==> src/rtl/pincfg_bank.sv <==
module pincfg_bank #(
  parameter int LINES = 32
) (
  input  logic               clk,
  input  logic               rst_n,
  input  logic               bus_sel,
  input  logic               bus_we,
  input  logic [5:0]         bus_addr,
  input  logic [31:0]        bus_wdata,
  output logic [31:0]        bus_rdata,
  input  logic [LINES-1:0]   pad_in,
  output logic [LINES-1:0]   pad_out,
  output logic [3*LINES-1:0] cfg_func,
  output logic [LINES-1:0]   cfg_dir,
  output logic [LINES-1:0]   cfg_pull_up,
  output logic [LINES-1:0]   cfg_pull_dn,
  output logic [LINES-1:0]   cfg_filt_en,
  output logic [LINES-1:0]   cfg_filt_slow,
  output logic [LINES-1:0]   cfg_open_drain,
  output logic [LINES-1:0]   cfg_schmitt_off,
  output logic [3*LINES-1:0] cfg_event
);

  localparam logic [31:0] CFG_KEEP = 32'h0700_F707;
  localparam logic [3:0] W_MASK = 4'd0, W_CFG = 4'd1, W_PDS = 4'd2,
                         W_SET = 4'd4, W_CLR = 4'd5, W_ODS = 4'd6;

  logic [LINES-1:0] mask_q, out_q, sync1_q, sync2_q;
  logic [31:0]      cfg_q [LINES];
  logic [31:0]      cfg_rd;

  wire       aligned = (bus_addr[1:0] == 2'b00);
  wire [3:0] widx    = bus_addr[5:2];
  wire       wr      = bus_sel & bus_we & aligned;
  wire       rd      = bus_sel & ~bus_we & aligned;

  always_ff @(posedge clk or negedge rst_n) begin
    if (!rst_n) begin
      mask_q  <= '0;
      out_q   <= '0;
      sync1_q <= '0;
      sync2_q <= '0;
    end else begin
      sync1_q <= pad_in;
      sync2_q <= sync1_q;
      if (wr && widx == W_MASK) mask_q <= bus_wdata[LINES-1:0];
      if (wr && widx == W_SET)  out_q  <= out_q | bus_wdata[LINES-1:0];
      if (wr && widx == W_CLR)  out_q  <= out_q & ~bus_wdata[LINES-1:0];
    end
  end

  always_ff @(posedge clk or negedge rst_n) begin
    if (!rst_n) begin
      for (int i = 0; i < LINES; i++) cfg_q[i] <= '0;
    end else if (wr && widx == W_CFG) begin
      for (int i = 0; i < LINES; i++)
        if (mask_q[i]) cfg_q[i] <= bus_wdata & CFG_KEEP;
    end
  end

  always_comb begin
    cfg_rd = '0;
    for (int i = LINES - 1; i >= 0; i--)
      if (mask_q[i]) cfg_rd = cfg_q[i];
  end

  always_comb begin
    bus_rdata = '0;
    if (rd) begin
      case (widx)
        W_MASK:  bus_rdata = 32'(mask_q);
        W_CFG:   bus_rdata = cfg_rd;
        W_PDS:   bus_rdata = 32'(sync2_q);
        W_ODS:   bus_rdata = 32'(out_q);
        default: bus_rdata = '0;
      endcase
    end
  end

  assign pad_out = out_q;

  for (genvar g = 0; g < LINES; g++) begin : g_line
    assign cfg_func[3*g +: 3]  = cfg_q[g][2:0];
    assign cfg_dir[g]          = cfg_q[g][8];
    assign cfg_pull_up[g]      = cfg_q[g][9];
    assign cfg_pull_dn[g]      = cfg_q[g][10];
    assign cfg_filt_en[g]      = cfg_q[g][12];
    assign cfg_filt_slow[g]    = cfg_q[g][13];
    assign cfg_open_drain[g]   = cfg_q[g][14];
    assign cfg_schmitt_off[g]  = cfg_q[g][15];
    assign cfg_event[3*g +: 3] = cfg_q[g][26:24];
  end

endmodule

==> config.mk <==
export PLATFORM = sky130hd
export DESIGN_NAME = pincfg_bank
export DESIGN_NICKNAME = d
export VERILOG_FILES = /design/src/rtl/pincfg_bank.sv
export SDC_FILE = /design/constraint.sdc
export NUM_CORES = 1
export LEC_CHECK = 0
export ABC_CLOCK_PERIOD_IN_PS = 4300
export BUFFER_PORTS_ARGS = -buffer_cell sky130_fd_sc_hd__buf_2
export CORE_MARGIN = 2
export CORE_UTILIZATION = 45
export CTS_CLUSTER_SIZE = 40
export DETAILED_ROUTE_END_ITERATION = 16
export GPL_ROUTABILITY_DRIVEN = 0
export PLACE_DENSITY = 0.68
export SLEW_MARGIN = 10
export SYNTH_ARGS = -nofsm -noshare
export SYNTH_HDL_FRONTEND = slang
export SYNTH_SLANG_ARGS = --single-unit
==> constraint.sdc <==
create_clock -name clk -period 4.3 [get_ports clk]
set_input_delay 0.645 -clock clk [delete_from_list [all_inputs] [get_ports clk]]
set_output_delay 0.645 -clock clk [all_outputs]
set_load 0.005 [all_outputs]
==> results.json, run 1 <==
{
  "status": "finished clean",
  "num_vias": 19900,
  "end_kind": "output port",
  "drive_gt1_share_pct": 47.6,
  "setup.worst_path.start_class": "register",
  "stdcell_count": 3283,
  "ys_ff_latch": 544,
  "grt_pass1_vias": 19400,
  "final.period_utilization_pct": 96.1,
  "yosysUniqueCellTypes": 65,
  "yosysSeqAreaShare_pct": 54.5,
  "max_stage_delay_ps": 980,
  "p_per_area_nw_per_um2": 405,
  "viasPerCell": 6.07,
  "final_max_slew_viol_count": 0,
  "ys.flop_type": "dfrtp_1",
  "ir_drop_mv": 0.388,
  "rows": 86,
  "syn_inst": 1988,
  "initial_utilization_pct": 45.4,
  "clock_latency_ps": 630,
  "cts_resized": 0,
  "cp_data_required_time_ps": 3650,
  "design_area_um2": 30400,
  "antenna_found_initial": 4,
  "yosys_warnings": 0,
  "async_flop_share_pct": 100,
  "drc": 0,
  "use_met2_pct": 51.7,
  "clk_pin_slew_ps": 60,
  "place_inst": 3176,
  "busiest_layer": "met2",
  "setup_tns_ps": 0,
  "place_area_um2": 28300,
  "fp.dieH_um": 240,
  "reg2reg_from": "mask_q[1]",
  "arrival_ps": 3490,
  "ff_latch_area_um2": 13600,
  "postCtsHoldBufs": 0,
  "cts_tree": "yes",
  "max_slew_margin_pct": 24.4,
  "cts_root_buf": "clkbuf_16",
  "initialDrtViolationCount": 2225,
  "clock_path_buffers": 3,
  "synth_fp_nets": 2062,
  "synth_area_um2": 25000,
  "cp_slowest_cell": "a2111oi_0",
  "num-nets-final": 2561,
  "synth-edff-count": 0,
  "worstMarginPinSlew_ps": 1130,
  "path_class": "register to output port",
  "grt-ovfl-total": 0,
  "routedWlPerCell_um": 29.7,
  "dieArea_um2": 57400,
  "regToRegEndpoint": "cfg_event[4]",
  "grt_use_met3_pct": 9.20,
  "synthToLayoutAreaGrowth_pct": 21.6,
  "fin_worst_skew_ps": 28.4,
  "cts.sinks": 544,
  "r2r_slack_ps": 2140,
  "die_x_um": 240,
  "setup_ws_ps": 167,
  "ant_nets": 0,
  "cts_max_level": 2,
  "diodes": 0,
  "grt_max_degree": 112,
  "cts_buffers": 57,
  "cts_setup_buffers": 0,
  "ios": 554,
  "hold_viol": 0,
  "place_ws_ps": 373,
  "fillers": 4632,
  "worstRegToRegCells": 3,
  "grt_use_met1_pct": 43.1,
  "min_period_ps": 4130,
  "worst-path-max-fanout": 17,
  "firstDrtPassIters": 7,
  "core-area_um2": 55000,
  "dpl.hpwl_mm": 70.7,
  "setup_viol": 0,
  "numPortBuffers": 553,
  "synth.avg_cell_area_um2": 12.6,
  "hold_path_class": "input pin to async pin",
  "fmax_ghz": 0.242,
  "grt_pass1_wl_mm": 139,
  "crit_chain": "nor2_1, nand2_1, a2111oi_0, nor4_1, a31o_2, buf_2",
  "rsz0062_at_grt": "false",
  "drv_cap": 0,
  "p_leak_nw": 16.4,
  "wl_mm": 97.4,
  "multi_input_comb_area_um2": 10300,
  "grt_usage_pct": 33.4,
  "final_util_pct": 55.2
}
==> stage by stage <==
stage	hold slack (ps)	power (mW)
6_report	130	12.3
5_1_grt	111	12.6
4_1_cts	96.6	12.3
3_5_place_dp	335	7.07
3_3_place_gp	335	7.05
2_1_floorplan	331	6.17
==> synthesized netlist by cell type (all sizes together) (4+ instances only) <==
cell type | number | area share (%)
a21oi | 99 | 2.0
o31ai | 23 | 0.69
nand3 | 4 | 0.080
nor3b | 18 | 0.54
nand2 | 128 | 2.8
a22o | 24 | 0.84
nor2 | 44 | 0.66
nor3 | 19 | 0.40
or3 | 4 | 0.12
o32a | 5 | 0.20
a2111oi | 8 | 0.48
dfrtp | 544 | 55
o311a | 12 | 0.48
a41o | 6 | 0.24
mux2 | 448 | 20
a211oi | 4 | 0.12
o221a | 5 | 0.23
o221ai | 16 | 0.56
nor2b | 72 | 1.8
a221oi | 29 | 1.0
inv | 35 | 0.53
o2111ai | 24 | 0.84
o22ai | 31 | 0.78
clkbuf | 125 | 1.9
a31o | 5 | 0.18
o21ai | 65 | 1.3
o31a | 5 | 0.18
a222oi | 31 | 1.2
a2bb2oi | 6 | 0.21
nor4 | 6 | 0.18
o211a | 6 | 0.24
a22oi | 4 | 0.12
nand3b | 27 | 0.81
nand2b | 28 | 0.70
buf | 53 | 2.0
==> layout make-up <==
| type | instances | area share [%] |
|---|---|---|
| clock buffers | 85 | 5.78 |
| flip-flops and latches | 544 | 44.8 |
| multi-input cells | 1230 | 33.9 |
| repair buffers | 618 | 11.0 |
| well taps | 748 | 3.08 |
| clock inverters | 22 | 0.894 |
| inverters | 36 | 0.445 |
==> sequential cells by signal, indices dropped and copies added (netlist names), named ones only <==
name,cells
cfg_event,96
cfg_func,96
cfg_dir,32
cfg_filt_en,32
cfg_filt_slow,32
cfg_open_drain,32
cfg_pull_dn,32
cfg_pull_up,32
cfg_schmitt_off,32
mask_q,32
sync1_q,32
sync2_q,32
==> cell usage in the layout (no fill, tap or decap), types with 7 or more instances in the layout <==
| master | count |
|---|---|
| buf_2 | 552 |
| dfrtp_1 | 544 |
| mux2_2 | 439 |
| a21oi_1 | 99 |
| nand2_1 | 98 |
| nor2b_1 | 72 |
| o21ai_0 | 65 |
| clkbuf_16 | 59 |
| buf_4 | 58 |
| nor2_1 | 44 |
| inv_1 | 35 |
| a222oi_1 | 31 |
| o22ai_1 | 31 |
| nand2_4 | 30 |
| a221oi_1 | 29 |
| nand2b_1 | 28 |
| nand3b_1 | 27 |
| a22o_1 | 24 |
| o2111ai_1 | 24 |
| o31ai_1 | 23 |
| nor3b_1 | 18 |
| nor3_1 | 18 |
| clkbuf_8 | 18 |
| o221ai_1 | 16 |
| clkinv_2 | 13 |
| o311a_1 | 12 |
| mux2_1 | 9 |
| clkbuf_1 | 8 |
| buf_12 | 7 |
==> per-layer routing <==
layer / share of wire (%) / vias to the layer above / wire length (um)
li1: - / 8333 / -
met1: 39 / 10300 / 38000
met2: 46 / 1087 / 44600
met3: 9.6 / 244 / 9360
met4: 5.6 / 6 / 5430
met5: 0.035 / - / 34
==> worst max-delay path by stage <==
stage                     to  depth (start not counted)   startpoint  slack [ps]
6_report       bus_rdata[25]                          6    mask_q[9]         170
5_1_grt         bus_rdata[1]                          6    mask_q[9]         120
2_1_floorplan  bus_rdata[10]                          5  bus_addr[1]        1530
4_1_cts         bus_rdata[1]                          6    mask_q[9]         220
3_5_place_dp    bus_rdata[0]                          7  bus_addr[1]         370
3_3_place_gp    bus_rdata[0]                          7  bus_addr[1]         520
==> worst max-delay path, delay by kind of cell (launching register included) <==
family	cells	cell delay [ps]
AO/OA/AOI/OAI	2	1270
AND/OR/NAND/NOR	3	990
flip-flops	1	450
buffers and inverters	1	140
==> where the power goes <==
group / leakage [nW] / internal [mW] / switching, mW
registers: 7.43 / 5.23 / 0.158
clock network: 1.01 / 3.17 / 2.11
logic: 7.99 / 0.522 / 1.09
==> cells by family (layout without fill, tap and decap cells) <==
logic type      count (synthesis)  after routing  share of synthesized area [%]
mux                           450            450                           20.3
flops                         544            544                           54.5
simple gates                  362            362                           8.54
buf+inv                       214            761                           4.43
compound gates                418            418                           12.2
(Power assumes the default switching activity.)
==> run 2: changes to the inputs <==
PLACE_DENSITY = 0.71   (was 0.68)
==> results.json, run 2 (same netlist as run 1, synthesis figures left out) <==
{
  "critical_path_buf_inv_count": 2,
  "core-area_um2": 55000,
  "hold-worst-slack_ps": 63.6,
  "ant_nets": 0,
  "rows": 86,
  "place_area_um2": 28300,
  "cts_buffers": 57,
  "layout_commonest_cell": "buf_2",
  "max_stage_delay_ps": 740,
  "fp.dieH_um": 240,
  "dpl.hpwl_mm": 71.2,
  "wl_mm": 97.4,
  "clock_latency_ps": 640,
  "ff_latch_area_um2": 13600,
  "setup_tns_ps": 0,
  "internal_power_mw": 8.89,
  "status": "finished clean",
  "max_slew_margin_pct": 31.5,
  "numPortBuffers": 553,
  "grt_pass1_vias": 19900,
  "multi_input_comb_area_um2": 10300,
  "worstMarginPinSlew_ps": 1030,
  "drc": 0,
  "drive_gt1_share_pct": 47.7,
  "initialDrtViolationCount": 2079,
  "cts_root_buf": "clkbuf_16",
  "setup.worst_path.start_class": "register",
  "hold_path_class": "input pin to async pin",
  "num-nets-final": 2558,
  "cts_tree": "yes",
  "path_class": "register to output port",
  "firstDrtPassIters": 9,
  "worst-path-max-fanout": 12,
  "cts_max_level": 2,
  "seq_power_share_pct": 43.9,
  "ir_drop_mv": 0.374,
  "clockPowerShare_pct": 43.2,
  "final_cell_mix": "buf_2 (552), dfrtp_1 (542), mux2_2 (439)",
  "cp_data_required_time_ps": 3650,
  "antenna_found_initial": 4,
  "routedWlPerCell_um": 29.7,
  "drv_cap": 0,
  "clock_path_buffers": 3,
  "p_switching_mw": 3.40,
  "hold_viol": 0,
  "setup_viol": 0,
  "critPathTopFamily": "compound AO/OA/AOI/OAI gates",
  "p_per_area_nw_per_um2": 405,
  "design_area_um2": 30300,
  "postCtsHoldBufs": 0,
  "grt_usage_pct": 33.5,
  "cts.sinks": 544,
  "dieArea_um2": 57400,
  "synthToLayoutAreaGrowth_pct": 21.4,
  "final_max_slew_viol_count": 0,
  "end_kind": "output port",
  "p_comb_share_pct": 13.0,
  "total_power_mw": 12.3,
  "num_vias": 20000,
  "fillers": 4609,
  "grt_pass1_wl_mm": 140,
  "grt_max_degree": 114,
  "grt-ovfl-total": 0,
  "crit_chain": "nand2b_1, o221a_2, a2111oi_0, buf_4, nor4_1, a31o_2, buf_2",
  "arrival_ps": 3530,
  "final.period_utilization_pct": 97.2,
  "initial_utilization_pct": 45.4,
  "clk_pin_slew_ps": 60,
  "viasPerCell": 6.10,
  "swShare_pct": 27.7,
  "ios": 554,
  "fmax_ghz": 0.239,
  "min_period_ps": 4180,
  "die_x_um": 240,
  "fin_worst_skew_ps": 18.6,
  "rsz0062_at_grt": "false",
  "cp_slowest_cell": "dfrtp_1",
  "p_leak_nw": 16.4
}
## run 2: stage by stage
stage | setup WS [ps] | cells | util (%)
floorplan | 1530 | 1988 | -
global placement | 594 | 3173 | 51.4
detailed placement | 605 | 3173 | 51.4
CTS | 151 | 3280 | 55.1
global route | 99.1 | 3280 | 55.1
finish | 122 | 3283 | 55.1
## run 2: worst register-to-register path: stages, from the launching register on
cell and delay, ps:
dfrtp_1 920, buf_4 290, nand2_4 140, mux2_2 340
## run 2: per-layer routing
layer / vias to the layer above / global-route usage, % / part of all wire (%)
li1: 8325 / - / -
met1: 10300 / 43.3 / 39
met2: 1144 / 51.4 / 45
met3: 263 / 9.36 / 10
met4: 4 / 17.6 / 5.7
met5: - / 0 / 0.025
## run 2: power groups by stage
stage                     clock network, mW  registers (mW)  logic (mW)
after floorplan                           0            5.39       0.777
after global placement                    0            5.47        1.55
after detailed placement                  0            5.48        1.56
after CTS                              5.35            5.38        1.57
after global routing                   5.56            5.40        1.67
final                                  5.30            5.39        1.59
## run 2: layout make-up
class,count,share of cell area (%)
clock inverters,24,1.09
multi-input cells,1230,34.0
inverters,36,0.446
flip-flops and latches,544,44.9
repair buffers,615,10.9
diodes,3,0.0248
well taps,748,3.09
clock buffers,83,5.56
## run 2: path summary, 6_finish.rpt
kind | slack (ps) | end | cells after the start | start
worst min-delay path | 60 | sync1_q[4] | 1 | rst_n
worst min register to register | 340 | sync2_q[14] | 0 | sync1_q[14]
min in group clk | 120 | sync1_q[15] | 1 | pad_in[15]
max in group asynchronous | 3050 | cfg_dir[17] | 2 | rst_n
worst max register to register | 2500 | cfg_filt_slow[25] | 3 | mask_q[25]
worst max-delay path | 120 | bus_rdata[10] | 7 | mask_q[16]
## run 2: repair_timing
item | in CTS | in global routing
buffers inserted | 0 | 0
endpoints found under the setup margin | 2 | 1
gates resized for setup | 2 | 3
==> run 3: changes to the inputs <==
CORE_MARGIN = unset   (was 2)
SETUP_SLACK_MARGIN = 0.2   (was unset)
==> results.json, run 3 (same netlist as run 1, synthesis figures left out) <==
{
  "grt_pass1_wl_mm": 138,
  "fp.dieH_um": 238,
  "cts_tree": "yes",
  "postCtsHoldBufs": 0,
  "rsz0062_at_grt": "false",
  "num-nets-final": 2557,
  "cts_root_buf": "clkbuf_16",
  "max_slew_margin_pct": 28.5,
  "critPathTopFamily": "compound AO/OA/AOI/OAI gates",
  "wl_mm": 96.0,
  "core-area_um2": 54300,
  "antenna_found_initial": 5,
  "cp_slowest_cell": "dfrtp_1",
  "grt_pass1_vias": 19600,
  "cp_data_required_time_ps": 3650,
  "cts_resized": 3,
  "design_area_um2": 30200,
  "worstMarginPinSlew_ps": 1070,
  "fillers": 4614,
  "arrival_ps": 3370,
  "final_max_slew_viol_count": 0,
  "cts_buffers": 59,
  "min_period_ps": 4020,
  "ant_nets": 0,
  "ios": 554,
  "grt_usage_pct": 33.4,
  "num_vias": 19900,
  "status": "finished clean",
  "crit_chain": "nand3b_1, a21oi_1, nor3_1, o21ai_0, a41o_1, buf_2",
  "startpoint": "mask_q[12]",
  "cts.sinks": 544,
  "critical_path_buf_inv_count": 1,
  "drive_gt1_share_pct": 47.3,
  "place_area_um2": 28200,
  "rows": 85,
  "cts_setup_buffers": 0,
  "fin_worst_skew_ps": 32.2,
  "dieArea_um2": 56400,
  "clock_latency_ps": 650,
  "clock_path_buffers": 3,
  "clk_pin_slew_ps": 60,
  "numPortBuffers": 553,
  "viasPerCell": 6.09,
  "die_x_um": 238,
  "firstDrtPassIters": 6,
  "reg2reg_from": "mask_q[1]",
  "hold_viol": 0,
  "drc": 0,
  "initialDrtViolationCount": 2291,
  "synthToLayoutAreaGrowth_pct": 20.8,
  "grt-ovfl-total": 0,
  "fmax_ghz": 0.249,
  "initial_utilization_pct": 45.9,
  "drv_cap": 0,
  "setup.worst_path.start_class": "register",
  "layout_commonest_cell": "buf_2",
  "worst-path-max-fanout": 17,
  "end_kind": "output port",
  "r2r_slack_ps": 1810,
  "worstRegToRegCells": 2,
  "setup_viol": 0,
  "path_class": "register to output port",
  "cts_max_level": 2,
  "p_leak_nw": 16.3,
  "regToRegEndpoint": "cfg_filt_en[1]",
  "grt_max_degree": 103,
  "setup_tns_ps": 0,
  "p_per_area_nw_per_um2": 397,
  "hold_path_class": "input pin to async pin",
  "final.period_utilization_pct": 93.4,
  "max_stage_delay_ps": 920,
  "routedWlPerCell_um": 29.3,
  "dpl.hpwl_mm": 69.6,
  "ir_drop_mv": 0.318,
  "final_cell_mix": "buf_2 (552), dfrtp_1 (540), mux2_2 (439)"
}
==> run 3: per-layer routing <==
metal,vias to the layer above,share of wire [%],global-route usage [%]
met5,-,0.055,0
met4,8,5.7,17.2
met3,261,9.6,8.54
met2,1168,46,52.0
met1,10100,39,43.0
li1,8345,-,-
==> run 3: worst max path at each step <==
stage,to,slack [ps],cells after the start
CTS,bus_rdata[0],250,8
floorplan,bus_rdata[10],1530,5
detailed placement,bus_rdata[0],530,7
global route,bus_rdata[26],240,6
finish,bus_rdata[1],280,6
global placement,bus_rdata[0],650,7
==> run 3: per-stage QoR <==
stage	power [mW]	utilization, %	hold WS [ps]	setup slack [ps]	std cells
global placement	6.99	52.0	334	651	3161
floorplan	6.17	-	331	1530	1988
CTS	12.0	55.5	98.8	254	3269
finish	12.0	55.5	90.1	284	3270
global route	12.3	55.5	110	244	3269
detailed placement	7.02	52.0	335	528	3161
==> run 3: final cells by class <==
| class | instances | area [um2] | area share [%] |
|---|---|---|---|
| diodes | 1 | 2.50 | 0.00830 |
| clock inverters | 16 | 176 | 0.585 |
| repair buffers | 612 | 3280 | 10.9 |
| flip-flops and latches | 544 | 13600 | 45.2 |
| inverters | 36 | 135 | 0.448 |
| well taps | 739 | 925 | 3.07 |
| multi-input cells | 1230 | 10300 | 34.2 |
| clock buffers | 92 | 1700 | 5.64 |
==> run 3: where the power goes <==
| part | total [mW] | internal (mW) | switching, mW |
|---|---|---|---|
| registers | 5.40 | 5.23 | 0.169 |
| logic | 1.58 | 0.511 | 1.07 |
| clock network | 4.99 | 2.84 | 2.16 |
